## config.mk

```make
export PLATFORM = sky130hd
export DESIGN_NAME = rtc_match_timer
export DESIGN_NICKNAME = d
export VERILOG_FILES = /design/src/rtl/rtc_pkg.sv /design/src/rtl/rtc_counter.sv /design/src/rtl/rtc_alarm.sv /design/src/rtl/rtc_match_timer.sv
export SDC_FILE = /design/constraint.sdc
export NUM_CORES = 1
export LEC_CHECK = 0
export BUFFER_PORTS_ARGS = -buffer_cell sky130_fd_sc_hd__buf_2
export CORE_ASPECT_RATIO = 0.8
export CORE_UTILIZATION = 49
export CTS_CLUSTER_SIZE = 14
export DETAILED_ROUTE_END_ITERATION = 6
export PLACE_DENSITY = 0.71
export SETUP_SLACK_MARGIN = 0.02
export SLEW_MARGIN = 25
export SYNTH_ARGS = -nofsm -noshare
export SYNTH_HDL_FRONTEND = slang
export SYNTH_HIERARCHICAL = 1
export SYNTH_SLANG_ARGS = --single-unit
```

## constraint.sdc

```tcl
create_clock -name clk_i -period 3.7 [get_ports clk_i]
set_clock_uncertainty 0.15 [all_clocks]
set_input_delay 0.37 -clock clk_i [delete_from_list [all_inputs] [get_ports clk_i]]
set_output_delay 0.37 -clock clk_i [all_outputs]
set_load 0.1 [all_outputs]
```

## src/rtl/rtc_pkg.sv

```systemverilog
package rtc_pkg;
  localparam int unsigned RTC_AW = 12;

  typedef enum logic [3:0] {
    SEL_DATA, SEL_MATCH, SEL_LOAD, SEL_CTRL, SEL_MASK,
    SEL_RAW, SEL_MIS, SEL_CLR, SEL_ID, SEL_NONE
  } reg_sel_e;

  function automatic reg_sel_e rtc_decode(input logic [RTC_AW-1:0] a);
    if (a[RTC_AW-1:5] == '1) return SEL_ID;
    if (a[RTC_AW-1:5] != '0) return SEL_NONE;
    case (a[4:2])
      3'd0:    return SEL_DATA;
      3'd1:    return SEL_MATCH;
      3'd2:    return SEL_LOAD;
      3'd3:    return SEL_CTRL;
      3'd4:    return SEL_MASK;
      3'd5:    return SEL_RAW;
      3'd6:    return SEL_MIS;
      default: return SEL_CLR;
    endcase
  endfunction
endpackage

```

## src/rtl/rtc_counter.sv

```systemverilog
module rtc_counter #(
  parameter int unsigned CNT_W = 32
) (
  input  logic             clk_i,
  input  logic             rst_ni,
  input  logic             tick_i,
  input  logic             load_i,
  input  logic [CNT_W-1:0] load_val_i,
  output logic [CNT_W-1:0] cnt_o,
  output logic [CNT_W-1:0] cnt_nxt_o,
  output logic             cnt_upd_o,
  output logic [CNT_W-1:0] last_load_o
);
  logic [CNT_W-1:0] cnt_q, lr_q;

  always_comb begin
    if (load_i)      cnt_nxt_o = load_val_i;
    else if (tick_i) cnt_nxt_o = cnt_q + 1'b1;
    else             cnt_nxt_o = cnt_q;
  end
  assign cnt_upd_o = load_i | tick_i;

  always_ff @(posedge clk_i or negedge rst_ni) begin
    if (!rst_ni) begin
      cnt_q <= '0;
      lr_q  <= '0;
    end else begin
      cnt_q <= cnt_nxt_o;
      if (load_i) lr_q <= load_val_i;
    end
  end

  assign cnt_o       = cnt_q;
  assign last_load_o = lr_q;
endmodule

```

## src/rtl/rtc_alarm.sv

```systemverilog
module rtc_alarm #(
  parameter int unsigned CNT_W = 32
) (
  input  logic             clk_i,
  input  logic             rst_ni,
  input  logic [CNT_W-1:0] cnt_nxt_i,
  input  logic             cnt_upd_i,
  input  logic             match_we_i,
  input  logic [CNT_W-1:0] match_val_i,
  input  logic             mask_we_i,
  input  logic             mask_val_i,
  input  logic             clr_i,
  output logic [CNT_W-1:0] match_o,
  output logic             raw_o,
  output logic             mask_o,
  output logic             irq_o
);
  logic [CNT_W-1:0] match_q, match_nxt;
  logic raw_q, mask_q, hit;

  assign match_nxt = match_we_i ? match_val_i : match_q;
  // difference of zero (mod 2^CNT_W) on any change of either operand
  assign hit = (match_nxt - cnt_nxt_i == '0) && (cnt_upd_i || match_we_i);

  always_ff @(posedge clk_i or negedge rst_ni) begin
    if (!rst_ni) begin
      match_q <= '0;
      raw_q   <= 1'b0;
      mask_q  <= 1'b0;
    end else begin
      match_q <= match_nxt;
      if (hit)        raw_q <= 1'b1;
      else if (clr_i) raw_q <= 1'b0;
      if (mask_we_i)  mask_q <= mask_val_i;
    end
  end

  assign match_o = match_q;
  assign raw_o   = raw_q;
  assign mask_o  = mask_q;
  assign irq_o   = raw_q & mask_q;
endmodule

```

## src/rtl/rtc_match_timer.sv

```systemverilog
module rtc_match_timer
  import rtc_pkg::*;
#(
  parameter int unsigned CNT_W    = 32,
  parameter int unsigned DATA_W   = 32,
  parameter logic [63:0] ID_VALUE = 64'hB1_05_F0_0D_00_A3_11_52
) (
  input  logic                clk_i,
  input  logic                rst_ni,
  input  logic                tick_i,
  input  logic [RTC_AW-1:0]   addr_i,
  input  logic                wr_i,
  input  logic [DATA_W-1:0]   wdata_i,
  output logic [DATA_W-1:0]   rdata_o,
  output logic                irq_o
);
  localparam int unsigned ID_BYTES = 8;

  reg_sel_e         sel;
  logic [CNT_W-1:0] cnt_q, cnt_nxt, last_load, match_q;
  logic             cnt_upd, raw_q, mask_q;
  logic [7:0]       id_byte [ID_BYTES];

  assign sel = rtc_decode(addr_i);

  rtc_counter #(.CNT_W(CNT_W)) u_cnt (
    .clk_i       (clk_i),
    .rst_ni      (rst_ni),
    .tick_i      (tick_i),
    .load_i      (wr_i && sel == SEL_LOAD),
    .load_val_i  (wdata_i[CNT_W-1:0]),
    .cnt_o       (cnt_q),
    .cnt_nxt_o   (cnt_nxt),
    .cnt_upd_o   (cnt_upd),
    .last_load_o (last_load)
  );

  rtc_alarm #(.CNT_W(CNT_W)) u_alarm (
    .clk_i       (clk_i),
    .rst_ni      (rst_ni),
    .cnt_nxt_i   (cnt_nxt),
    .cnt_upd_i   (cnt_upd),
    .match_we_i  (wr_i && sel == SEL_MATCH),
    .match_val_i (wdata_i[CNT_W-1:0]),
    .mask_we_i   (wr_i && sel == SEL_MASK),
    .mask_val_i  (wdata_i[0]),
    .clr_i       (wr_i && sel == SEL_CLR),
    .match_o     (match_q),
    .raw_o       (raw_q),
    .mask_o      (mask_q),
    .irq_o       (irq_o)
  );

  for (genvar i = 0; i < ID_BYTES; i++) begin : g_id
    assign id_byte[i] = ID_VALUE[8*i +: 8];
  end

  always_comb begin
    rdata_o = '0;
    case (sel)
      SEL_DATA:  rdata_o = DATA_W'(cnt_q);
      SEL_MATCH: rdata_o = DATA_W'(match_q);
      SEL_LOAD:  rdata_o = DATA_W'(last_load);
      SEL_CTRL:  rdata_o = DATA_W'(1);
      SEL_MASK:  rdata_o = DATA_W'(mask_q);
      SEL_RAW:   rdata_o = DATA_W'(raw_q);
      SEL_MIS:   rdata_o = DATA_W'(raw_q & mask_q);
      SEL_ID:    rdata_o = DATA_W'(id_byte[addr_i[4:2]]);
      default:   rdata_o = '0;
    endcase
  end
endmodule

```

Yosys cells after proc, flatten, opt, wreduce, memory -nomap -nowiden
Memory sizes are Yosys's and may differ from the RTL's.
Index checks and enable logic that the tools add are counted.
{"block": "classes", "mux": 16, "reduce_logical": 11, "magnitude_cmp": 1, "bitwise_logic": 4, "add_sub_neg": 2, "n_eq_ne": 15}
{"operator": "one-hot mux 32 bit (8 select lines)", "count": 1}
{"operator": "two-way mux 32 bit", "count": 3}
{"operator": "adder 32 x 1 -> 32 bit, second input constant", "count": 1}
{"operator": "zero test 32 bit", "count": 1}
{"operator": "subtractor 32 bit", "count": 1}
{"operator": "one-hot mux 3 bit (7 select lines)", "count": 1}
{"operator": "== test 4 x 3 -> 1 bit, second input constant", "count": 4}
{"operator": "two-way mux 4 bit", "count": 4}
{"operator": "two-way mux 8 bit", "count": 2}
{"operator": "== test 3 bit, second input constant", "count": 3}
{"operator": "== test 4 x 2 -> 1 bit, second input constant", "count": 2}
{"operator": "== test 7 bit, second input constant", "count": 1}
{"operator": "nonzero test 7 bit", "count": 1}
{"operator": "== test 3 x 2 -> 1 bit, second input constant", "count": 2}
{"operator": "logical AND 1 bit", "count": 5}
{"operator": "two-way mux 1 bit", "count": 5}
{"operator": "== test 4 x 1 -> 1 bit, second input constant", "count": 1}
{"operator": "== test 4 bit, second input constant", "count": 1}
{"operator": ">= comparator 4 bit, second input constant", "count": 1}
{"operator": "zero test 4 bit", "count": 1}
{"operator": "inverter 3 -> 4 bit", "count": 1}
{"operator": "== test 3 x 1 -> 1 bit, second input constant", "count": 1}
{"operator": "zero test 3 bit", "count": 1}
{"operator": "bitwise AND 1 bit", "count": 2}
{"operator": "other kinds (3)", "count": 3}
{"block": "totals", "input_bits": 48, "register_bits": 98, "out_inout_bits": 33, "rom_bits": 64, "word_cells": 55, "n_memories": 1}
{"name": "(name not given)", "words": 8, "width": 8, "rd": 1, "rd_ports_with_merged_regs": 0, "write_ports": 0, "line": "rtc_match_timer.sv:68", "rtl": "SEL_ID: rdata_o = DATA_W'(id_byte[addr_i[4:2]]);"}

Logic depth before layout (Yosys ltp)
Gate-level depths: netlist of run 1.
{"block": "depth", "depth_word": 12, "ltp_mapped": 24, "mapped_depth_nobuf": 19}

Modules after synthesis
The synthesis of run 1 kept the hierarchy.
{"module": "rtc_alarm", "seq_area_each_um2": 850.8, "area_per_inst_um2": 3716.1, "cells_per_inst": 429, "n_inst": 1}
{"module": "rtc_counter", "seq_area_each_um2": 1601.5, "area_per_inst_um2": 3030.4, "cells_per_inst": 308, "n_inst": 1}
{"module": "rtc_match_timer", "seq_area_each_um2": 0.0, "area_per_inst_um2": 1173.6, "cells_per_inst": 168, "n_inst": 1}

Least setup slack after synthesis of run 1
Ideal clock, no wire load.
{"block": "synth_timing", "kind": "input port to flip-flop", "from": "input port addr_i[3]", "to": "register u_alarm.raw_q, in the netlist u_alarm/raw_o", "setup_ns": 0.124, "arrival_ns": 4.833, "t_required_ns": 3.426, "path_slack_ns": -1.407, "path_buffers": 5, "path_stages": 22, "cell_sequence": "inv_1 ha_1 buf_6 or3_4 o22ai_4 or3b_1 buf_6 buf_6 nor3_2 clkbuf_1 clkbuf_1 mux2_2 ha_1 a21oi_1 o211ai_1 o211a_1 o211a_1 or4_1 o211ai_1 nor4_2 nand4_1 o21ai_1"}
{"block": "synth_via", "elab_chain_cells": 11, "word_cells_on_any_way": 25, "classes_between": "add/sub: 1; eq/ne: 9; mux: 6; bitwise: 1; reduce/logical: 8"}
{"item": "start: declaration", "line": "rtc_match_timer.sv:11", "rtl": "input logic [RTC_AW-1:0] addr_i,"}
{"item": "== test 3 bit, or another cell as far along", "line": "rtc_pkg.sv:12", "rtl": "case (a[4:2])"}
{"item": "one-hot mux 3 bit (7 select lines) (*)", "line": "rtc_pkg.sv:12"}
{"item": "two-way mux 4 bit (*)", "line": "rtc_pkg.sv:12"}
{"item": "two-way mux 4 bit (*)", "line": "rtc_pkg.sv:11", "rtl": "if (a[RTC_AW-1:5] != '0) return SEL_NONE;"}
{"item": "== test 4 x 1 -> 1 bit (*)", "line": "rtc_match_timer.sv:43", "rtl": ".match_we_i (wr_i && sel == SEL_MATCH),"}
{"item": "logical AND 1 bit (*)", "line": "rtc_match_timer.sv:43"}
{"item": "two-way mux 32 bit (*)", "line": "rtc_alarm.sv:21", "rtl": "assign match_nxt = match_we_i ? match_val_i : match_q;"}
{"item": "named net u_alarm.match_nxt[4]", "line": "rtc_alarm.sv:18", "rtl": "logic [CNT_W-1:0] match_q, match_nxt;"}
{"item": "subtractor 32 bit (*)", "line": "rtc_alarm.sv:23", "rtl": "assign hit = (match_nxt - cnt_nxt_i == '0) && (cnt_upd_i || match_we_i);"}
{"item": "zero test 32 bit (*)", "line": "rtc_alarm.sv:23"}
{"item": "logical AND 1 bit (*)", "line": "rtc_alarm.sv:23"}
{"item": "two-way mux 1 bit / nonzero test 2 bit (equally long branches)"}
{"item": "end signal: assignment", "line": "rtc_alarm.sv:28", "rtl": "raw_q <= 1'b0;"}
{"item": "end signal: assignment", "line": "rtc_alarm.sv:32", "rtl": "if (hit) raw_q <= 1'b1;"}
{"item": "end signal: assignment", "line": "rtc_alarm.sv:33", "rtl": "else if (clr_i) raw_q <= 1'b0;"}
{"item": "end: declaration", "line": "rtc_alarm.sv:19", "rtl": "logic raw_q, mask_q, hit;"}
Mark *: on every way through the listed nets, which the timed path passes. The rest lies on a longest branch.
A chain may end at the register's enable or synchronous reset.

Worst setup path after layout of run 1
{"block": "layout_timing", "from": "input port addr_i[2]", "to": "register u_alarm.raw_q, in the netlist u_alarm/raw_o"}
Same word-level chain as after synthesis.

==> flow_summary.yaml, run 1 <==
clock_tree:
  cts_made_buffers: 9
  cts.root.buffer_cell: "sky130_fd_sc_hd__clkbuf_16"
  clkTransAtPathRegs_ns: 0.07
  worst_skew_pair.late_latency_ns: 0.36
  clockBufferDepth: 2
  tritoncts: "yes"
  h-tree-depth: 3
  clock_sink_count: 98
placement:
  hpwl_after_detailed_placement_um: 21400
  port-buffer-count: 78
  post-place-ws_ns: -1.45
  place.gp.congestion: 0.987
  dp.cells: 1381
  placed_cell_area_um2: 10900
sta:
  slew_headroom_pct: 55.9
  worst_slack_ns: -1.00
  hold_violations: 0
  final_min_period_over_clock_period_pct: 127
  setup_tns_ns: -1.00
  final_period_minus_worst_setup_slack_ns: 4.70
  worstMarginPinSlew_ns: 0.661
  grt_setup_unrepaired: "true"
  hold_slack_ns: 0.118
  max_clock_freq_mhz: 213
  final-max-slew-violation-count: 0
  final-setup-viol-count: 1
route:
  drt_pass1_iterations: 7
  num_vias: 8818
  number_of_remaining_drc_errors: 0
  avgRoutedWirePerCell_um: 21.3
  detail-route-antenna-nets: 0
  final_wirelength_um: 30300
  avgViaCountPerCell: 6.21
  detailedRoute.firstIterationViolations: 1027
worst_setup_path:
  critPathRequiredTime_ns: 3.84
  worstSetupStartpointType: "input port"
  timing.rr.end: "u_alarm/raw_o"
  worst-endpoint-arrival_ns: 4.84
  cp_max_fo: 8
  setup.worst_path.class: "input port to flop"
  r2r_start: "u_cnt/cnt_o[7]"
  worst_r2r_path_depth: 17
  critical_path.endpoint_type: "flop"
  setup.reg_to_reg.worst_slack_ns: -0.94
global_routing:
  global_route.usage.met1_pct: 50.8
  grt_antenna_before_repair: 0
  grt_pass1_vias: 8207
  grt_first_pass_wirelength_um: 44900
  grt_max_degree: 99
  grt_usage_pct: 35.8
  grt_overflow: 0
  globalRouteMet2Util_pct: 55.1
  busiest_layer: "met2"
  groute.layer.met3.usage_pct: 7.64
pwr:
  post-layout-total-power_mw: 3.86
  leakage_nw: 5.33
  p_seq_share_pct: 30.1
  p_sw_mw: 1.36
  power.clock.fraction_pct: 25.8
  cell_internal_pwr_mw: 2.50
  power.density_cell_area_nw_per_um2: 322
  combinational_fraction_of_design_power_pct: 44.1
  switching_share_pct: 35.2
  worst_vdd_drop_uv: 231
synth:
  synth_enable_flop_cells: 0
  synth_seq_cells: 98
  synthMostInstantiatedCell: "sky130_fd_sc_hd__dfrtp_1"
  proportion_of_synthesized_chip_area_in_sequential_cells_pct: 31.0
  synth.cell_area_um2: 7920
  synthesis.yosys.warnings: 6
  post_synth.cell_area_avg_um2: 8.75
  syn_inst: 905
  ffs_w_async_s_r_synth_pct: 100
  netlist.area_leader.share_pct: 31.0
  synth_nets: 999
  ys.flop_type: "sky130_fd_sc_hd__dfrtp_1"
  synth_top_cells_by_count: "sky130_fd_sc_hd__dfrtp_1, sky130_fd_sc_hd__nand2_1, sky130_fd_sc_hd__inv_1, sky130_fd_sc_hd__o21ai_0, sky130_fd_sc_hd__ha_1"
  netlist.top_cell.by_area: "sky130_fd_sc_hd__dfrtp_1"
  synth.distinct_cells: 86
  synth.area.top_cells: "sky130_fd_sc_hd__dfrtp_1, sky130_fd_sc_hd__ha_1, sky130_fd_sc_hd__mux2_2"
cells_and_area:
  finalNonFillerCells: 1420
  finalCoreUtilization_pct: 75.8
  antenna_fix_cells: 0
  number_of_fill_cells_in_the_layout: 1025
  drive_above_1_share_pct: 42.4
  synthToLayoutAreaGrowth_pct: 51.3
  finish.net_count: 1294
  final_cell_area_um2: 12000
floorplan:
  ioPinCount: 81
  die_w_um: 144
  total_core_area_um2: 15800
  initial_utilization_pct: 50.1
  design.die.area_um2: 16700
  fp-row-count: 41
  die_height_um: 116
hold_path:
  min_from: "wdata_i[5]"
  min_delay_path_depth: 3
  worst_hold_path.endpoint: "u_cnt/last_load_o[5]"
  path_type_of_the_worst_min_delay_path: "input port to flop"
job:
  drv.max_cap_violation_count: 0
status:
  failing_checks: "setup timing"
  outcome: "complete, but fails checks"
[registers in the layout, indices dropped and copies added, names as in the netlist]
| signal | cells |
|---|---|
| u_alarm/match_o | 32 |
| u_alarm/raw_o | 1 |
| u_alarm/mask_o | 1 |
| u_cnt/last_load_o | 32 |
| u_cnt/cnt_o | 32 |
[how the worst max path moves through the flow]
stage | start | to | slack [ns] | cells after the start
CTS | addr_i[3] | u_alarm/raw_o | -0.80 | 21
finish | addr_i[2] | u_alarm/raw_o | -1.0 | 22
global route | addr_i[2] | u_alarm/raw_o | -1.09 | 20
global placement | addr_i[2] | u_alarm/raw_o | -1.34 | 21
floorplan | addr_i[2] | u_alarm/raw_o | -0.99 | 23
detailed placement | addr_i[2] | u_alarm/raw_o | -1.45 | 21
[routing by layer]
layer | part of all wire [%] | vias up
met5 | 0 | -
met4 | 2.9 | 0
met3 | 10 | 98
met2 | 44 | 596
met1 | 43 | 4217
li1 | - | 3907
[critical path, stage by stage]
cell,delay (ns)
sky130_fd_sc_hd__buf_12,0.10
sky130_fd_sc_hd__inv_12,0.03
sky130_fd_sc_hd__ha_4,0.15
sky130_fd_sc_hd__or3_4,0.40
sky130_fd_sc_hd__o22ai_4,0.16
sky130_fd_sc_hd__or3b_4,0.43
sky130_fd_sc_hd__nor3_4,0.28
sky130_fd_sc_hd__buf_6,0.22
sky130_fd_sc_hd__buf_8,0.14
sky130_fd_sc_hd__mux2_2,0.39
sky130_fd_sc_hd__ha_4,0.31
sky130_fd_sc_hd__buf_4,0.11
sky130_fd_sc_hd__buf_4,0.16
sky130_fd_sc_hd__nand2_1,0.08
sky130_fd_sc_hd__a21oi_1,0.17
sky130_fd_sc_hd__o21bai_1,0.09
sky130_fd_sc_hd__a31oi_1,0.27
sky130_fd_sc_hd__and4_1,0.26
sky130_fd_sc_hd__nand4_1,0.10
sky130_fd_sc_hd__nor4_2,0.35
sky130_fd_sc_hd__nand4_1,0.14
sky130_fd_sc_hd__o21ai_1,0.09
[cell families (layout without fill, tap and decap cells)]
family	after synthesis	count (layout)	synth area share, %
XOR/XNOR	23	23	2.73
multiplexers	84	84	11.3
buffers and inverters	122	422	7.20
AND/OR/NAND/NOR	283	283	19.1
adder cells (fa/ha/maj)	46	46	7.27
flip-flops	98	98	31.0
AO/OA/AOI/OAI	249	249	21.5
[power groups by stage]
stage	sequential, mW	clock [mW]	combinational, mW
after floorplan	1.19	0	0.776
after global placement	1.18	0	1.38
after detailed placement	1.18	0	1.40
after CTS	1.16	0.990	1.54
after global routing	1.17	1.04	1.79
final	1.16	0.996	1.70
[cell type report]
class                           count  area (um2)  area share [%]
Clock buffer                       11         253            2.11
Sequential cell                    98        2450            20.5
Multi-Input combinational cell    685        5720            47.7
Clock inverter                      5        60.1           0.501
Tap cell                          215         269            2.24
Timing Repair Buffer              334        2950            24.6
Inverter                           72         288            2.40
[cell usage in the layout (no fill, tap or decap), types with 29 or more instances in the layout]
master,count
sky130_fd_sc_hd__nand3_1,33
sky130_fd_sc_hd__nor2_1,29
sky130_fd_sc_hd__o21ai_1,33
sky130_fd_sc_hd__dfrtp_1,98
sky130_fd_sc_hd__buf_12,39
sky130_fd_sc_hd__mux2i_1,40
sky130_fd_sc_hd__ha_4,30
sky130_fd_sc_hd__buf_4,239
sky130_fd_sc_hd__nand2_1,93
sky130_fd_sc_hd__o21ai_0,52
sky130_fd_sc_hd__inv_1,69
sky130_fd_sc_hd__buf_2,43
[repair_timing]
item / CTS / global route
pin swaps: 25 / 36
gates cloned: 2 / 0
hold buffers: 1 / 0
resized for setup: 55 / 46
setup buffers: 15 / 8
setup endpoints to repair: 1 / 1
hold endpoints to repair: 98 / 0
Power figures use the tool's default switching activity.
==> run 2: changes to the inputs <==
--- a/config.mk
+++ b/config.mk
@@ -7,10 +7,9 @@
 export LEC_CHECK = 0
 export BUFFER_PORTS_ARGS = -buffer_cell sky130_fd_sc_hd__buf_2
 export CORE_ASPECT_RATIO = 0.8
-export CORE_UTILIZATION = 49
+export CORE_UTILIZATION = 35
 export CTS_CLUSTER_SIZE = 14
 export DETAILED_ROUTE_END_ITERATION = 6
-export PLACE_DENSITY = 0.71
 export SETUP_SLACK_MARGIN = 0.02
 export SLEW_MARGIN = 25
 export SYNTH_ARGS = -nofsm -noshare
==> run 2 against run 1 <==
The run still ends with setup timing left. First-iteration DRC count shrank 15%. Global-route usage shrank 10 points. Via count down 6.3%. Non-clock buffer count rose by 6. Die area grew 39%. Sequential share of layout area decreased by 0.055 points. Clock power is 6.1% lower. Highest routed layer unchanged.
==> flow_summary.yaml, run 2 (synthesis gave the netlist of run 1 again) <==
clock_tree:
  cts.root.buffer_cell: "sky130_fd_sc_hd__clkbuf_16"
  h-tree-depth: 3
  cts_made_buffers: 9
  clkTransAtPathRegs_ns: 0.07
  clock_sink_count: 98
  tritoncts: "yes"
  clockBufferDepth: 2
  worst_skew_pair.late_latency_ns: 0.35
global_routing:
  grt_pass1_vias: 7938
  grt_usage_pct: 25.3
  grt_max_degree: 55
  grt_antenna_before_repair: 0
  grt_overflow: 0
  grt_first_pass_wirelength_um: 44800
sta:
  setup_tns_ns: -0.966
  worst_slack_ns: -0.966
  slew_headroom_pct: 51.8
  max_clock_freq_mhz: 214
  final_period_minus_worst_setup_slack_ns: 4.67
  worstMarginPinSlew_ns: 0.724
  final-max-slew-violation-count: 0
  grt_setup_unrepaired: "true"
  final_min_period_over_clock_period_pct: 126
  final-setup-viol-count: 1
  hold_violations: 0
route:
  num_vias: 8262
  final_wirelength_um: 28700
  number_of_remaining_drc_errors: 0
  detailedRoute.firstIterationViolations: 870
  avgViaCountPerCell: 5.47
  drt_pass1_iterations: 5
  avgRoutedWirePerCell_um: 19.0
  detail-route-antenna-nets: 0
hold_path:
  worst_hold_path.endpoint: "u_cnt/last_load_o[2]"
  path_type_of_the_worst_min_delay_path: "input port to flop"
  min_from: "wdata_i[2]"
  min_delay_path_depth: 3
placement:
  hpwl_after_detailed_placement_um: 22200
  place.gp.congestion: 0.966
  port-buffer-count: 78
status:
  outcome: "complete, but fails checks"
  failing_checks: "setup timing"
floorplan:
  fp-row-count: 48
  design.die.area_um2: 23200
  die_height_um: 137
  total_core_area_um2: 21900
  ioPinCount: 81
  die_w_um: 170
  initial_utilization_pct: 36.2
job:
  drv.max_cap_violation_count: 0
worst_setup_path:
  setup.reg_to_reg.worst_slack_ns: -0.82
  cp_max_fo: 7
  r2r_start: "u_cnt/cnt_o[5]"
  worst-endpoint-arrival_ns: 4.80
  critical_path.endpoint_type: "flop"
  timing.rr.end: "u_alarm/raw_o"
  setup.worst_path.class: "input port to flop"
  critPathRequiredTime_ns: 3.83
  worst_r2r_path_depth: 18
  worstSetupStartpointType: "input port"
cells_and_area:
  layout_commonest_cell: "sky130_fd_sc_hd__buf_4"
  finish.net_count: 1300
  final_cell_mix: "sky130_fd_sc_hd__buf_4, sky130_fd_sc_hd__dfrtp_1, sky130_fd_sc_hd__nand2_1"
  drive_above_1_share_pct: 41.3
  finalCoreUtilization_pct: 55.0
  antenna_fix_cells: 0
  synthToLayoutAreaGrowth_pct: 51.7
pwr:
  worst_vdd_drop_uv: 181
  power.density_cell_area_nw_per_um2: 308
  leakage_nw: 5.34
-- run 2: cell count changes in the layout (fill, tap and decap cells not counted), moves of 2 or more --
cell                      delta
sky130_fd_sc_hd__ha_4        -2
sky130_fd_sc_hd__mux2_2      +4
sky130_fd_sc_hd__buf_4       +9
sky130_fd_sc_hd__o21ai_1     +2
sky130_fd_sc_hd__mux2_4      -4
sky130_fd_sc_hd__ha_1        +3
sky130_fd_sc_hd__nor3_2      -2
sky130_fd_sc_hd__buf_6       -5
sky130_fd_sc_hd__a21oi_2     +5
sky130_fd_sc_hd__a21oi_4     -5
-- run 2: through the flow --
stage          std cells  hold WS (ns)  total power [mW]  instance area [um2]  setup WS, ns
2_1_floorplan        905       -0.0756              1.97                 8360        -0.985
3_3_place_gp        1467         0.313              2.53                11000         -1.30
6_report            1511         0.125              3.70                12000        -0.966
4_1_cts             1504         0.117              3.56                11800        -0.824
3_5_place_dp        1467         0.311              2.55                11000         -1.39
5_1_grt             1511         0.132              3.87                12000         -1.04
-- run 2: worst max path at each step --
stage	start	end	slack (ns)
floorplan	addr_i[2]	u_alarm/raw_o	-0.99
global placement	addr_i[2]	u_alarm/raw_o	-1.30
detailed placement	addr_i[2]	u_alarm/raw_o	-1.39
CTS	addr_i[2]	u_alarm/raw_o	-0.82
global route	addr_i[2]	u_alarm/raw_o	-1.04
finish	addr_i[2]	u_alarm/raw_o	-0.97
-- run 2: timing repair --
item / CTS / global route
hold endpoints to repair: 52 / 0
cloned: 2 / 0
gates resized for setup: 41 / 25
pin swaps: 22 / 32
hold buffers: 1 / 0
setup buffers: 18 / 8
setup endpoints to repair: 1 / 1
-- run 2: power by group --
part / leakage (nW) / switching (mW) / internal [mW]
Clock: 0.139 / 0.436 / 0.499
Combinational: 3.97 / 0.825 / 0.780
Sequential: 1.24 / 0.0344 / 1.12
Total: 5.34 / 1.30 / 2.40
-- run 2: final cells by class --
type | count | area [um2]
sequential | 98 | 2450
clock buffer | 12 | 256
fill | 1968 | 9840
timing repair buffer | 340 | 3020
inverter | 72 | 285
multi-input combinational | 685 | 5590
tap | 300 | 375
clock inverter | 4 | 33.8
-- run 2: worst max-delay path, stage by stage --
cell,delay [ns]
sky130_fd_sc_hd__buf_12,0.11
sky130_fd_sc_hd__buf_8,0.12
sky130_fd_sc_hd__ha_4,0.15
sky130_fd_sc_hd__or3_4,0.35
sky130_fd_sc_hd__o22ai_4,0.14
sky130_fd_sc_hd__or3b_4,0.43
sky130_fd_sc_hd__nor3_4,0.27
sky130_fd_sc_hd__buf_12,0.17
sky130_fd_sc_hd__buf_8,0.12
sky130_fd_sc_hd__buf_12,0.11
sky130_fd_sc_hd__mux2_4,0.32
sky130_fd_sc_hd__ha_4,0.29
sky130_fd_sc_hd__nand3b_1,0.16
sky130_fd_sc_hd__buf_4,0.19
sky130_fd_sc_hd__a211oi_4,0.27
sky130_fd_sc_hd__o211a_1,0.29
sky130_fd_sc_hd__nor3_4,0.07
sky130_fd_sc_hd__a2111oi_4,0.29
sky130_fd_sc_hd__o2111ai_2,0.19
sky130_fd_sc_hd__nor4_2,0.18
sky130_fd_sc_hd__nand4_1,0.12
sky130_fd_sc_hd__o21ai_1,0.09
-- run 2: per-layer routing --
| layer | vias up | track usage (%) | share of wire [%] |
|---|---|---|---|
| met5 | - | 0 | 0 |
| met4 | 0 | 5.96 | 1.3 |
| met3 | 25 | 3.59 | 7.2 |
| met2 | 300 | 36.7 | 42 |
| met1 | 4007 | 38.9 | 49 |
| li1 | 3930 | - | - |
==> run 3: changes to the inputs <==
==> constraint.sdc (replaced) <==
create_clock -name clk_i -period 5.2 [get_ports clk_i]
set_clock_uncertainty 0.15 [all_clocks]
set_input_delay 0.52 -clock clk_i [delete_from_list [all_inputs] [get_ports clk_i]]
set_output_delay 0.52 -clock clk_i [all_outputs]
set_load 0.1 [all_outputs]
==> run 3 against run 2 <==
The run ends with hold timing left. Final cell count down 8.2%. Design area down 15%. Routed wire length down 14%. Sequential share of layout area up 3.7 points.
==> flow_summary.yaml, run 3 (synthesis gave the netlist of run 1 again) <==
pwr:
  post-layout-total-power_mw: 2.43
  leakage_nw: 4.58
  power.density_cell_area_nw_per_um2: 239
  p_seq_share_pct: 35.3
  switching_share_pct: 34.3
  combinational_fraction_of_design_power_pct: 35.7
  p_sw_uw: 835
  power.clock.fraction_pct: 29.0
  cell_internal_pwr_mw: 1.60
  worst_vdd_drop_uv: 155
clock_tree:
  clkTransAtPathRegs_ns: 0.08
  tritoncts: "yes"
  worst_skew_pair.late_latency_ns: 0.36
  cts.root.buffer_cell: "sky130_fd_sc_hd__clkbuf_16"
  h-tree-depth: 3
  clockBufferDepth: 2
  cts_made_buffers: 9
  cts-hold-fix-buffers: 0
  clock_sink_count: 98
global_routing:
  grt_antenna_before_repair: 1
  grt_pass1_vias: 6828
  grt_first_pass_wirelength_um: 37400
  grt_max_degree: 73
  grt_overflow: 0
  grt_usage_pct: 20.8
cells_and_area:
  number_of_fill_cells_in_the_layout: 2143
  sequential_cell_area_um2: 2450
  finish.net_count: 1176
  finalCoreUtilization_pct: 46.6
  multiInputGateArea_um2: 5260
  final_cell_mix: "sky130_fd_sc_hd__buf_4, sky130_fd_sc_hd__dfrtp_1, sky130_fd_sc_hd__nand2_1"
  antenna_fix_cells: 0
  synthToLayoutAreaGrowth_pct: 28.5
  layout_commonest_cell: "sky130_fd_sc_hd__buf_4"
  drive_above_1_share_pct: 32.1
floorplan:
  initial_utilization_pct: 36.2
  design.die.area_um2: 23200
  die_w_um: 170
  total_core_area_um2: 21900
  ioPinCount: 81
  die_height_um: 137
  fp-row-count: 48
route:
  avgRoutedWirePerCell_um: 17.9
  detail-route-antenna-nets: 0
  avgViaCountPerCell: 5.55
  detailedRoute.firstIterationViolations: 715
  drt_pass1_iterations: 7
  num_vias: 7703
  final_wirelength_um: 24800
  number_of_remaining_drc_errors: 0
status:
  failing_checks: "hold timing"
  outcome: "complete, but fails checks"
sta:
  slew_headroom_pct: 54.2
  hold_slack_ns: -0.00204
  final_period_minus_worst_setup_slack_ns: 5.08
  setup_tns_ns: 0
  max_clock_freq_mhz: 197
  final-max-slew-violation-count: 0
  final_min_period_over_clock_period_pct: 97.6
  hold_violations: 3
  final-setup-viol-count: 0
  worstMarginPinSlew_ns: 0.686
worst_setup_path:
  critical_path.endpoint_type: "flop"
  setup.reg_to_reg.worst_slack_ns: 0.37
  cp_max_fo: 14
  critPathRequiredTime_ns: 5.33
  worst-endpoint-arrival_ns: 5.20
  worstSetupStartpointType: "input port"
  setup.worst_path.class: "input port to flop"
hold_path:
  path_type_of_the_worst_min_delay_path: "input port to async pin"
placement:
  place.gp.congestion: 0.907
  port-buffer-count: 78
  hpwl_after_detailed_placement_um: 18700
job:
  drv.max_cap_violation_count: 0
## run 3: metal layers
metal,vias up,routed length [um],global-route usage (%)
met5,-,10,0
met3,21,1850,3.50
met4,2,301,4.40
li1,3680,-,-
met2,300,10300,29.0
met1,3700,12300,32.7
## run 3: power groups by stage
| stage | clock network [mW] | registers (mW) | logic [mW] |
|---|---|---|---|
| 2_1_floorplan | 0 | 0.846 | 0.484 |
| 3_3_place_gp | 0 | 0.871 | 0.756 |
| 3_5_place_dp | 0 | 0.872 | 0.762 |
| 4_1_cts | 0.719 | 0.857 | 0.768 |
| 5_1_grt | 0.748 | 0.864 | 0.942 |
| 6_report | 0.706 | 0.859 | 0.868 |
## run 3: repair_timing
action	in CTS	in global routing
endpoints found under the setup margin	0	1
setup buffers	0	10
gates resized for setup	0	61
## run 3: critical path, cell delays in order
cell	delay (ns)
sky130_fd_sc_hd__buf_2	0.12
sky130_fd_sc_hd__inv_1	0.08
sky130_fd_sc_hd__ha_1	0.20
sky130_fd_sc_hd__or3_4	0.41
sky130_fd_sc_hd__o22ai_4	0.12
sky130_fd_sc_hd__or3b_4	0.42
sky130_fd_sc_hd__nor3_4	0.21
sky130_fd_sc_hd__buf_4	0.17
sky130_fd_sc_hd__clkbuf_16	0.19
sky130_fd_sc_hd__mux2_2	0.38
sky130_fd_sc_hd__ha_4	0.29
sky130_fd_sc_hd__nand2b_1	0.08
sky130_fd_sc_hd__a211oi_2	0.31
sky130_fd_sc_hd__o31a_1	0.18
sky130_fd_sc_hd__buf_4	0.15
sky130_fd_sc_hd__xor2_1	0.09
sky130_fd_sc_hd__a2111oi_2	0.33
sky130_fd_sc_hd__o2111ai_1	0.19
sky130_fd_sc_hd__nor4_2	0.32
sky130_fd_sc_hd__nand4_1	0.29
sky130_fd_sc_hd__o21ai_1	0.15
## run 3: path summary, 6_finish.rpt
| kind | startpoint | end | cells past startpoint |
|---|---|---|---|
| max | addr_i[3] | u_alarm/raw_o | 21 |
| min | rst_ni | u_alarm/match_o[2] | 1 |
| max reg2reg | u_cnt/cnt_o[5] | u_alarm/raw_o | 16 |
| min reg2reg | u_cnt/last_load_o[18] | u_cnt/last_load_o[18] | 1 |
| max in group asynchronous | rst_ni | u_alarm/raw_o | 2 |
| min in group clk_i | wdata_i[2] | u_cnt/last_load_o[2] | 3 |
## run 3: cell type report
type,count,share of cell area (%)
multi-input combinational,685,51.7
sequential,98,24.1
timing repair buffer,216,14.8
tap,300,3.69
inverter,72,2.65
clock buffer,10,2.35
clock inverter,6,0.688
## run 3: through the flow
step	area, um2	setup slack [ns]	instances	hold WS [ns]
after global routing	10200	-0.0458	1387	0.0503
final	10200	0.123	1387	-0.00204
after CTS	9700	0.119	1375	0.171
after global placement	9390	-0.195	1359	0.339
after floorplan	7920	0.0702	905	0.0744
after detailed placement	9390	-0.253	1359	0.346
